### src/rtl/seq_pkg.sv
package seq_pkg;

    typedef enum logic [3:0] {
        OP_PLAIN = 4'd0,
        OP_BEZ   = 4'd1,
        OP_JMP   = 4'd2,
        OP_CALL  = 4'd3,
        OP_RET   = 4'd4,
        OP_PUSH  = 4'd5,
        OP_POP   = 4'd6,
        OP_SYS   = 4'd7
    } op_e;

    typedef struct packed {
        logic bez;
        logic jmp;
        logic call;
        logic ret;
        logic push;
        logic pop;
        logic sys;
    } dec_t;

endpackage

### src/rtl/seq_decode.sv
module seq_decode
    import seq_pkg::*;
(
    input  logic [3:0] op,
    output dec_t       dec
);
    always_comb begin
        dec = '0;
        case (op)
            OP_BEZ:  dec.bez  = 1'b1;
            OP_JMP:  dec.jmp  = 1'b1;
            OP_CALL: dec.call = 1'b1;
            OP_RET:  dec.ret  = 1'b1;
            OP_PUSH: dec.push = 1'b1;
            OP_POP:  dec.pop  = 1'b1;
            OP_SYS:  dec.sys  = 1'b1;
            default: dec = '0;
        endcase
    end
endmodule

### src/rtl/seq_flow_target.sv
module seq_flow_target #(
    parameter int XLEN        = 32,
    parameter int INSTR_BYTES = 8
) (
    input  logic [XLEN-1:0] cur_ip,
    input  logic [XLEN-1:0] offset,
    output logic [XLEN-1:0] seq_ip,
    output logic [XLEN-1:0] br_ip
);
    localparam int SHIFT = $clog2(INSTR_BYTES);

    always_comb begin
        seq_ip = cur_ip + XLEN'(INSTR_BYTES);
        br_ip  = cur_ip + (offset << SHIFT);
    end
endmodule

### src/rtl/seq_stack_port.sv
module seq_stack_port #(
    parameter int XLEN       = 32,
    parameter int WORD_BYTES = 4
) (
    input  logic [XLEN-1:0] cur_sp,
    output logic [XLEN-1:0] dn_sp,
    output logic [XLEN-1:0] up_sp,
    output logic            aligned
);
    localparam int ALN = $clog2(WORD_BYTES);

    assign dn_sp = cur_sp - XLEN'(WORD_BYTES);
    assign up_sp = cur_sp + XLEN'(WORD_BYTES);

    generate
        if (ALN == 0) begin : g_byte
            assign aligned = 1'b1;
        end else begin : g_word
            assign aligned = (cur_sp[ALN-1:0] == '0);
        end
    endgenerate
endmodule

### src/rtl/pc_stack_seq.sv
module pc_stack_seq
    import seq_pkg::*;
#(
    parameter int          XLEN        = 32,
    parameter int          INSTR_BYTES = 8,
    parameter int          WORD_BYTES  = 4,
    parameter logic [31:0] IP_RESET    = 32'h0000_0100,
    parameter logic [31:0] SP_RESET    = 32'h0000_0040
) (
    input  logic            clk,
    input  logic            rst_n,
    input  logic            issue,
    input  logic [3:0]      op,
    input  logic [XLEN-1:0] offset,
    input  logic [XLEN-1:0] reg_a,
    input  logic            fatal_trap,
    input  logic [XLEN-1:0] mem_rdata,
    output logic [XLEN-1:0] ip,
    output logic [XLEN-1:0] sp,
    output logic            halted,
    output logic            mem_req,
    output logic            mem_we,
    output logic [XLEN-1:0] mem_addr,
    output logic [XLEN-1:0] mem_wdata,
    output logic            wb_valid,
    output logic [XLEN-1:0] wb_data,
    output logic            sys_req,
    output logic            align_trap
);
    typedef struct packed {
        logic [XLEN-1:0] ip;
        logic [XLEN-1:0] sp;
        logic            halted;
    } state_t;

    state_t st_q, st_d;
    dec_t   dec;
    logic [XLEN-1:0] seq_ip, br_ip, dn_sp, up_sp;
    logic            sp_aligned;
    logic            stack_op;

    seq_decode u_dec (.op(op), .dec(dec));

    seq_flow_target #(.XLEN(XLEN), .INSTR_BYTES(INSTR_BYTES)) u_tgt (
        .cur_ip(st_q.ip), .offset(offset), .seq_ip(seq_ip), .br_ip(br_ip)
    );

    seq_stack_port #(.XLEN(XLEN), .WORD_BYTES(WORD_BYTES)) u_stk (
        .cur_sp(st_q.sp), .dn_sp(dn_sp), .up_sp(up_sp), .aligned(sp_aligned)
    );

    assign stack_op = dec.call | dec.ret | dec.push | dec.pop;

    always_comb begin
        st_d       = st_q;
        mem_req    = 1'b0;
        mem_we     = 1'b0;
        mem_addr   = '0;
        mem_wdata  = '0;
        wb_valid   = 1'b0;
        wb_data    = '0;
        sys_req    = 1'b0;
        align_trap = 1'b0;
        if (issue && !st_q.halted) begin
            if (fatal_trap) begin
                st_d.halted = 1'b1;
            end else if (stack_op && !sp_aligned) begin
                align_trap  = 1'b1;
                st_d.halted = 1'b1;
            end else begin
                st_d.ip = seq_ip;
                if (dec.bez && (reg_a == '0)) begin
                    st_d.ip = br_ip;
                end
                if (dec.jmp) begin
                    st_d.ip = br_ip;
                end
                if (dec.call) begin
                    mem_req   = 1'b1;
                    mem_we    = 1'b1;
                    mem_addr  = dn_sp;
                    mem_wdata = seq_ip;
                    st_d.sp   = dn_sp;
                    st_d.ip   = br_ip;
                end
                if (dec.ret) begin
                    mem_req  = 1'b1;
                    mem_addr = st_q.sp;
                    st_d.sp  = up_sp;
                    st_d.ip  = mem_rdata;
                end
                if (dec.push) begin
                    mem_req   = 1'b1;
                    mem_we    = 1'b1;
                    mem_addr  = dn_sp;
                    mem_wdata = reg_a;
                    st_d.sp   = dn_sp;
                end
                if (dec.pop) begin
                    mem_req  = 1'b1;
                    mem_addr = st_q.sp;
                    wb_valid = 1'b1;
                    wb_data  = mem_rdata;
                    st_d.sp  = up_sp;
                end
                if (dec.sys) begin
                    sys_req = 1'b1;
                end
            end
        end
    end

    always_ff @(posedge clk or negedge rst_n) begin
        if (!rst_n) begin
            st_q.ip     <= XLEN'(IP_RESET);
            st_q.sp     <= XLEN'(SP_RESET);
            st_q.halted <= 1'b0;
        end else begin
            st_q <= st_d;
        end
    end

    assign ip     = st_q.ip;
    assign sp     = st_q.sp;
    assign halted = st_q.halted;

    // once stopped, the pointers stay put and the flag stays set
    a_r11_halt_holds: assert property (@(posedge clk) disable iff (!rst_n)
        halted |=> halted && $stable(ip) && $stable(sp));

    // no stack traffic while stopped
    a_r11_no_access: assert property (@(posedge clk) disable iff (!rst_n)
        halted |-> !mem_req && !wb_valid && !sys_req);

    // the stack pointer only ever moves by one word
    a_r7_sp_step: assert property (@(posedge clk) disable iff (!rst_n)
        1'b1 |=> (sp == $past(sp)) || (sp == $past(sp) + XLEN'(WORD_BYTES))
                 || (sp == $past(sp) - XLEN'(WORD_BYTES)));

    // nothing issued, nothing changes
    a_r12_idle: assert property (@(posedge clk) disable iff (!rst_n)
        !issue |=> $stable(ip) && $stable(sp));

    // a misaligned access never reaches memory
    a_r9_trap_no_req: assert property (@(posedge clk) disable iff (!rst_n)
        align_trap |-> !mem_req);

    // a plain instruction moves to the next one
    a_r2_plain_step: assert property (@(posedge clk) disable iff (!rst_n)
        issue && !halted && !fatal_trap && (op == 4'd0)
        |=> ip == $past(ip) + XLEN'(INSTR_BYTES));
endmodule

### config.mk
export PLATFORM = sky130hd
export DESIGN_NAME = pc_stack_seq
export DESIGN_NICKNAME = d
export VERILOG_FILES = /design/src/rtl/seq_pkg.sv /design/src/rtl/seq_decode.sv /design/src/rtl/seq_flow_target.sv /design/src/rtl/seq_stack_port.sv /design/src/rtl/pc_stack_seq.sv
export SDC_FILE = /design/constraint.sdc
export NUM_CORES = 1
export LEC_CHECK = 0
export BUFFER_PORTS_ARGS = -buffer_cell sky130_fd_sc_hd__buf_2
export CAP_MARGIN = 20
export CELL_PAD_IN_SITES_DETAIL_PLACEMENT = 2
export CELL_PAD_IN_SITES_GLOBAL_PLACEMENT = 2
export CORE_UTILIZATION = 32
export DETAILED_ROUTE_END_ITERATION = 7
export PLACE_DENSITY_LB_ADDON = 0.1
export SETUP_SLACK_MARGIN = 0.1
export SYNTH_ARGS = -nofsm -noshare
export SYNTH_HDL_FRONTEND = slang
export SYNTH_HIERARCHICAL = 1
export SYNTH_SLANG_ARGS = --single-unit
### constraint.sdc
create_clock -name clk -period 8 [get_ports clk]
set_input_delay 0.4 -clock clk [delete_from_list [all_inputs] [get_ports clk]]
set_output_delay 0.4 -clock clk [all_outputs]
set_load 0.01 [all_outputs]
==> metrics <==
Ports 270; Data arrival, critical path 3.55 ns; slowest CP cell and4bb_2; RSZ-0062 raised after global routing false; drt first-iter violations 614; sequential area share after synthesis 18.3%; WL/cell 22.1 um; setup repair bufs after CTS 0; Pwr Density 107 mW/mm^2; CP required 7.60 ns; crit-path cells buf_2 > and4bb_2 > nor4_2 > o21ai_4 > buf_4 > nor2_1 > buf_2; H-tree depth 3; Crit path max-delay family simple AND/OR/NAND/NOR gates; cts hold-fix bufs 0; most common cell in the synthesized netlist nor2_1; Skew-Pair Late Insertion Delay 0.34 ns; Max Cap Viol 0; die span in y 169 um; worst hold slack 0.252 ns; Die W 169 um; fraction of layout cells with a size suffix above 1 26.6%; Worst Path Buf+Inv 3; grt ovf 0; worst vdd ir 0.0000894 V; first-pass GRT wire length 60300 um; Cells after DPL 1722; Yosys top cell area share 17.7%; Worst setup SP type input port; most instantiated cells after synthesis nor2_1 (105), nand2_1 (102), a22oi_1 (97); YS warnings 6; Routed Antenna Nets 0; cts bufs inserted 9; cell mode on critical path buf_2; Worst Skew 0.00704 ns; post-synth top area cell dfrtp_1; TNS Setup 0 ns; post-synthesis average cell area 7.53 sq um; starting density of the core 32.8%; Sink Count 65; WL final 38500 um; Yosys cell types 69; number of synthesized flops with an enable pin 0; Crit Path Max Fanout 64; slowest cell delay on critical path 0.91 ns; Lkg Pwr 4.79 nW; Clock Tree Buf Depth 2; WS Path Type input port to primary output; Tightest Pin Transition 0.960 ns; PostCTS Resize Cnt 0; Syn Nets 1317; Via Count 9977; Core ar. 0.0271 sq mm; Slew Viols, Final 0; initial antenna violation count 3; status completed; CTS tree built; slew margin rel. 36.0%; Initial DRT Pass Iterations 5; CTS Root Cell clkbuf_16; Mapped Area 0.00890 sq mm; final setup vio count 0; Final Cycle Share 49.3%; area added between synthesis and finish 18.9%; Tot GR Track Use 27.0%; top cells by area, synth dfrtp_1 (18%), a22oi_1 (8.2%), xnor2_1 (6.4%), nor2_1 (4.4%), ha_1 (4.4%); clock transition at the registers of the reported paths 0.06 ns; # port buffers 266; fmax 253 MHz; top_reg_cell synth dfrtp_1; Final GP Congestion 0.821; Placement Rows 60; largest net degree at the start of global routing 66; post-synthesis instance total 1181; Setup crit end kind primary output; reg-to-reg setup timing slack 4.18 ns; vias in the first global route 10500; Hold Vio Cnt, Final 0; crit path time final 3.95 ns; Final Instance Count excl. Fillers 1741; Via density 5.73; FF+latch count, synth 65; Die ar. 0.0285 sq mm; Min-Delay Path Class input port to asynchronous set/reset pin; FFs w/ async S/R, synth 100%; Final HPWL DP 28300 um; # DRC 0; post-layout net count 1497
[cells in the final DEF (no fill, tap or decap), types with 6 or more instances in the layout]
cell and n:
a21o_1 17, a21oi_1 60, a22oi_1 97, a2bb2oi_1 32, and2_1 36, and3_1 9, and4_1 6, buf_2 266
buf_4 17, clkbuf_16 9, dfrtp_1 63, ha_1 31, inv_1 49, nand2_1 102, nand2b_1 31, nand3_1 31
nand4_1 18, nor2_1 105, nor3_1 21, nor4_1 13, nor4_2 30, o211ai_1 36, o21ai_0 43, o21bai_1 6
o31ai_1 32, or2b_1 9, or3_1 6, xnor2_1 65, xor2_1 43
[flip-flops by register name, indices dropped and copies added (netlist names)]
register	cells
sp	32
halted	1
ip	32
[area by class of cell]
class | count | area (sq um)
Multi-Input combinational cell | 953 | 6570
Fill cell | 3262 | 16500
Clock inverter | 6 | 35.0
Tap cell | 372 | 465
Sequential cell | 65 | 1630
Clock buffer | 10 | 229
Antenna cell | 3 | 7.51
Timing Repair Buffer | 283 | 1460
Inverter | 49 | 184
[metal layers]
layer  vias up  share of wire (%)  track usage [%]
met5         -                  0                0
met1      5022                 45             34.7
met4         0                2.3             8.77
met2       239                 50             47.4
li1       4671                  -                -
met3        45                2.8             2.31
[worst paths after layout]
path | from | end | cells past startpoint
worst max-delay path | op[3] | mem_wdata[16] | 7
worst min-delay path | rst_n | sp[14]$_DFFE_PN0P_ | 2
worst max register to register | ip[3]$_DFFE_PN0P_ | ip[31]$_DFFE_PN0P_ | 12
worst min register to register | halted$_DFFE_PN0P_ | halted$_DFFE_PN0P_ | 1
max in group asynchronous | rst_n | ip[15]$_DFFE_PN0P_ | 2
min in group clk | issue | halted$_DFFE_PN0P_ | 3
[worst reg2reg max path: cells and delay by family (launching register included)]
family | cells | cell delay [ns]
fa+ha+maj | 2 | 0.76
compound gates | 9 | 2.28
xor+xnor | 1 | 0.22
flops | 1 | 0.47
[through the flow]
step	area [sq um]	total power, mW	worst slack (ns)	util (%)
after global routing	10600	1.19	3.82	39.0
after detailed placement	10300	0.757	3.99	38.0
after CTS	10600	1.14	3.99	39.0
final	10600	1.13	4.05	39.0
after global placement	10300	0.745	4.02	38.0
after floorplan	8900	0.625	5.05	-
[power by group]
part | internal [mW] | switching (mW)
clock network | 0.208 | 0.172
registers | 0.339 | 0.0263
logic | 0.155 | 0.232
total | 0.702 | 0.431
[cell families (layout without fill, tap and decap cells)]
kind of cell             count (synthesis)  count (layout)  synth area share (%)
AND/OR/NAND/NOR                        453             453                  29.6
XOR/XNOR                               108             108                  10.6
buffers and inverters                  163             348                  8.41
AO/OA/AOI/OAI                          360             360                  28.5
flip-flops                              65              65                  18.3
other                                    0               3                     0
adder cells (fa/ha/maj)                 32              32                  4.59
Power figures use the tool's default switching activity.
